### config.mk
export PLATFORM = sky130hd
export DESIGN_NAME = pair_steer
export DESIGN_NICKNAME = d
export VERILOG_FILES = /design/src/rtl/pair_steer.sv
export SDC_FILE = /design/constraint.sdc
export NUM_CORES = 1
export LEC_CHECK = 0
export ABC_AREA = 1
export ABC_CLOCK_PERIOD_IN_PS = 3400
export BUFFER_PORTS_ARGS = -buffer_cell sky130_fd_sc_hd__clkbuf_2
export CORE_AREA = 2 2 39 41
export DETAILED_ROUTE_END_ITERATION = 10
export DIE_AREA = 0 0 41 43
export PLACE_DENSITY = 0.8
export SETUP_SLACK_MARGIN = 0.2
export SLEW_MARGIN = 20
export SYNTH_ARGS = -nofsm -noshare
export SYNTH_HDL_FRONTEND = slang
export SYNTH_SLANG_ARGS = --single-unit
### constraint.sdc
create_clock -name vclk -period 3.4
set_input_delay 0.34 -clock vclk [all_inputs]
set_output_delay 0.34 -clock vclk [all_outputs]
set_load 0.03 [all_outputs]
### src/rtl/pair_steer.sv
module pair_steer #(
  parameter int OPW = 8,
  parameter logic [OPW-1:0] ARITH_MASK  = {2'b11, {(OPW-2){1'b0}}},
  parameter logic [OPW-1:0] ARITH_MATCH = {2'b01, {(OPW-2){1'b0}}}
) (
  input  logic           clk,
  input  logic           rst_n,
  input  logic           s0_vld,
  input  logic [OPW-1:0] s0_op,
  input  logic           s1_vld,
  input  logic [OPW-1:0] s1_op,
  input  logic           alu_rdy,
  input  logic           aux_rdy,
  output logic           alu_vld,
  output logic [OPW-1:0] alu_op,
  output logic           aux_vld,
  output logic [OPW-1:0] aux_op,
  output logic [1:0]     pop_cnt
);

  function automatic logic is_alu(input logic [OPW-1:0] op);
    return (op & ARITH_MASK) == ARITH_MATCH;
  endfunction

  logic           old_vld, yng_vld, old_alu, yng_alu, old_go, yng_go;
  logic [OPW-1:0] old_op;

  // slot 1 becomes the oldest entry when slot 0 is empty
  assign old_vld = s0_vld | s1_vld;
  assign yng_vld = s0_vld & s1_vld;
  assign old_op  = s0_vld ? s0_op : s1_op;
  assign old_alu = is_alu(old_op);
  assign yng_alu = is_alu(s1_op);

  assign old_go = old_vld & (old_alu ? alu_rdy : aux_rdy);
  assign yng_go = old_go & yng_vld & (old_alu ^ yng_alu) & (yng_alu ? alu_rdy : aux_rdy);

  assign alu_vld = (old_go & old_alu) | (yng_go & yng_alu);
  assign alu_op  = (old_go & old_alu) ? old_op : s1_op;
  assign aux_vld = (old_go & ~old_alu) | (yng_go & ~yng_alu);
  assign aux_op  = (old_go & ~old_alu) ? old_op : s1_op;
  assign pop_cnt = {1'b0, old_go} + {1'b0, yng_go};

  p_alu_class_r2: assert property (@(posedge clk) disable iff (!rst_n)
    alu_vld |-> is_alu(alu_op));
  p_aux_class_r3: assert property (@(posedge clk) disable iff (!rst_n)
    aux_vld |-> !is_alu(aux_op));
  p_double_mixed_r4: assert property (@(posedge clk) disable iff (!rst_n)
    (pop_cnt == 2'd2) |-> (s0_vld && s1_vld && (is_alu(s0_op) != is_alu(s1_op))));
  p_alu_ready_r6: assert property (@(posedge clk) disable iff (!rst_n)
    alu_vld |-> alu_rdy);
  p_aux_ready_r6: assert property (@(posedge clk) disable iff (!rst_n)
    aux_vld |-> aux_rdy);
  p_empty_r8: assert property (@(posedge clk) disable iff (!rst_n)
    !(s0_vld || s1_vld) |-> (pop_cnt == 2'd0 && !alu_vld && !aux_vld));
  p_pop_match_r9: assert property (@(posedge clk) disable iff (!rst_n)
    pop_cnt == ({1'b0, alu_vld} + {1'b0, aux_vld}));

endmodule

After elaboration in Yosys (flattened, before gate mapping)
Cells that the tools add are included.

operators by class
  equality and inequality tests = 2
  bitwise gates (word level) = 15
  shift-type cells = 0
  multipliers = 0
  reduce and logical (&&, ||, !) cells = 0
  $lt $le $gt $ge = 0
  divide/modulo/power cells = 0
  $add $sub $neg = 1
  mux-type cells = 5

operator list
  cell                  count
  $mux W8               3
  $and A1 B1 Y1         9
  $eq A2 B1 Y1 const B  2
  $or A1 B1 Y1          3
  $add A1 B1 Y2         1
  $mux W1               2
  $not A1 Y1            2
  $xor A1 B1 Y1         1

storage, ports and cells
  output and inout port bits = 20
  bits in writable memories = 0
  bits of input ports = 22
  ROM bits = 0
  latch bits = 0
  memories kept = 0
  register bits = 0
  word-level logic and storage cells = 23

Longest topological paths before layout
  word-level depth = 9
  gate-level depth with buffers = 11
  depth with buffers taken out = 9

Least setup slack after synthesis
OpenSTA, ideal clock, no wires.

  path type = input port to output port
  from = input s0_vld
  to = output alu_op[0]
  slack = 1,584 ps
  data arrival time = 1,476 ps
  buffers on the path = 2
  stages on the path = 9
  required time = 3,060 ps
  cell sequence = buf_6 -> nand2_1 -> nand2_4 -> nand2_4 -> inv_4 -> nand3_4 -> inv_4 -> buf_12 -> o21ai_1

between the ends
  cells in the longest elaborated chain, start to end = 6
  elaborated cells between the ends (all ways) = 7
  classes of those cells = 1 x eq/ne; 3 x mux; 3 x bitwise

ends and longest elaborated chain
  item                RTL line  source
  start: declaration  8         input logic s0_vld,
  $mux W8             31        assign old_op = s0_vld ? s0_op : s1_op;
  $eq A2 B1 Y1        22        return (op & ARITH_MASK) == ARITH_MATCH;
  $mux W1             35        assign old_go = old_vld & (old_alu ? alu_rdy : aux_rdy);
  $and A1 B1 Y1       35
  $and A1 B1 Y1       39        assign alu_op = (old_go & old_alu) ? old_op : s1_op;
  $mux W8 *           39
  end: declaration    15        output logic [OPW-1:0] alu_op,

Mark *: on every way between the ends. The rest lies on a longest branch, timed or not.

Worst setup path in the final report
  from = input s0_vld
  to = output pop_cnt[0]

between the ends
  cells in the longest elaborated chain, start to end = 8
  elaborated cells between the ends (all ways) = 11
  classes of those cells = 1 x add/sub; 1 x eq/ne; 2 x mux; 7 x bitwise

ends and longest elaborated chain
  item                         RTL line  source
  $mux W8                      31
  $eq A2 B1 Y1                 22
  $mux W1                      35
  $and A1 B1 Y1                35
  $and A1 B1 Y1 (3 in series)  36        assign yng_go = old_go & yng_vld & (old_alu ^ yng_alu) & (yng_alu ? alu_rdy : aux_rdy);
  $add A1 B1 Y2 *              42        assign pop_cnt = {1'b0, old_go} + {1'b0, yng_go};
  end: declaration             18        output logic [1:0] pop_cnt

Marked as above.

==> flow_metrics.tcl <==
set metrics [dict create \
    syn2layout_area_growth_pct 33.9 \
    slowest_stage "nor2_2" \
    hold_class "input pin to output pin" \
    ys_warn_count 0 \
    io_buffers 40 \
    ioPinCount 42 \
    synth_area_um2 524 \
    final.setup.worst_slack_ns 1.15 \
    synth_fp_nets 119 \
    hold_buffers 0 \
    syn_area_per_cell_um2 5.46 \
    status "finished, final reports clean" \
    design.seq.count 0 \
    antenna_found_initial 0 \
    setup_viol 0 \
    wl_per_cell_um 8.85 \
    core-area_um2 1380 \
    drt_first_iter_violations 8 \
    synthTopCellsByArea "nand2_1 24%, nand3_1 9.5%, inv_1 8.6%, nand2_2 7.2%, o21ai_2 6.7%" \
    nClkBuffers 0 \
    max_stage_delay_ns 0.32 \
    critPathMaxFanout 17 \
    cp-start-kind "input pin" \
    final_common_cell "clkbuf_2" \
    vdd_ir_drop_max_mv 0.0817 \
    rsz0062_at_grt "false" \
    layout.area.seq_um2 0 \
    final_nets 157 \
    relSlewSlack 0.738 \
    post_cts_buffers 0 \
    dp_cells 148 \
    grt_first_pass_wirelength_mm 2.20 \
    final_cell_mix "40 x clkbuf_2, 33 x nand2_1, 12 x inv_1" \
    crit_chain "clkbuf_2 -> inv_2 -> nand2_2 -> nand2_4 -> nand3_2 -> nand2_1 -> nor2_2 -> and2_1 -> ha_1 -> clkbuf_2" \
    crit_required_ns 3.06 \
    maxCapViolCount 0 \
    worst_path_most_repeated_cell "clkbuf_2" \
    grt_max_degree 18 \
    ys_types 23 \
    dieWidth_um 41 \
    cp_data_arrival_time_ns 1.91 \
    hold_viol_final 0 \
    yosysSeqAreaShare 0 \
    routabilityCongestion 0.700 \
    endpoint_kind "output pin" \
    fin_crit_ns 2.25 \
    drt_first_pass_iters 4 \
    vias 711 \
    viasPerCell 4.80 \
    die_height_um 43 \
    diodes 0 \
    drc 0 \
    synth_top_area_cell "nand2_1" \
    fp-row-count 14 \
    ctsResizeCount 0 \
    final_util 0.507 \
    cellPowerDensity_nw_per_um2 197 \
    dpl.hpwl_mm 1.09 \
    max_freq_ghz 0.444 \
    ant_nets 0 \
    tightest_slew_ns 0.393 \
    routed_wl_mm 1.31 \
    dieArea_um2 1760 \
    netlist_instances 96 \
    drv_slew 0 \
    post_route_cells_drive_above_1_share 0.455 \
    layout.cells.non_filler 148 \
    synth_top_area_frac 0.236 \
    overflow 0 \
    grt_pass1_vias 556 \
    leakagePower_nw 0.456 \
    fin_setup_tns_ns 0 \
    initial_core_util 0.379 \
    grt_use_total 0.164 \
    fin_crit_sh 0.662 \
    critical_path_class "input pin to output pin" \
    preCtsSetupSlack_ns 1.13 \
]
## cell type report
| type | instances | area (um^2) |
|---|---|---|
| fillers | 156 | 682 |
| multi-input cells | 77 | 420 |
| repair buffers | 40 | 200 |
| inverters | 15 | 61.3 |
| well taps | 16 | 20.0 |
## per-stage QoR
stage	cell area [um^2]	hold slack, ns	power, mW
detailed placement	702	1.04	0.140
global placement	702	1.04	0.138
CTS	702	1.04	0.140
finish	702	1.04	0.139
global route	702	1.07	0.153
floorplan	524	0.844	0.104
## cell families (layout without fill, tap and decap cells)
logic type	count (synthesis)	count (layout)	share of synthesized area
buffers and inverters	19	55	0.198
adder cells (fa/ha/maj)	1	1	0.0239
AND/OR/NAND/NOR	61	61	0.606
AO/OA/AOI/OAI	15	15	0.172
## final timing paths
kind,cells after the start,to,from
worst max-delay path,10,pop_cnt[0],s0_vld
worst min-delay path,4,aux_op[3],s1_op[3]
## synth_stat cells (all sizes together)
cell type and number:
a21oi 2, and2 1, buf 3, clkbuf 1, ha 1, inv 15
nand2 42, nand3 12, nand4 1, nor2 3, o21ai 13, or2 2
## per-layer routing
metal / vias to the layer above / share of wire / global-route usage
met3: 0 / 0.054 / 0
met2: 20 / 0.53 / 0.284
met5: - / 0 / 0
li1: 374 / - / -
met1: 317 / 0.42 / 0.231
met4: 0 / 0 / 0
## worst max-delay path: cells and delay by family
family,cells,cell delay [ns]
simple gates,6,0.82
buf+inv,3,0.52
fa+ha+maj,1,0.22
## power breakdown
| group | internal (mW) | switching (mW) | leakage (nW) |
|---|---|---|---|
| registers | 0 | 0 | 0 |
| clock network | 0 | 0 | 0 |
| logic | 0.0420 | 0.0967 | 0.456 |
Note: power is estimated with default switching activity, not from simulation.
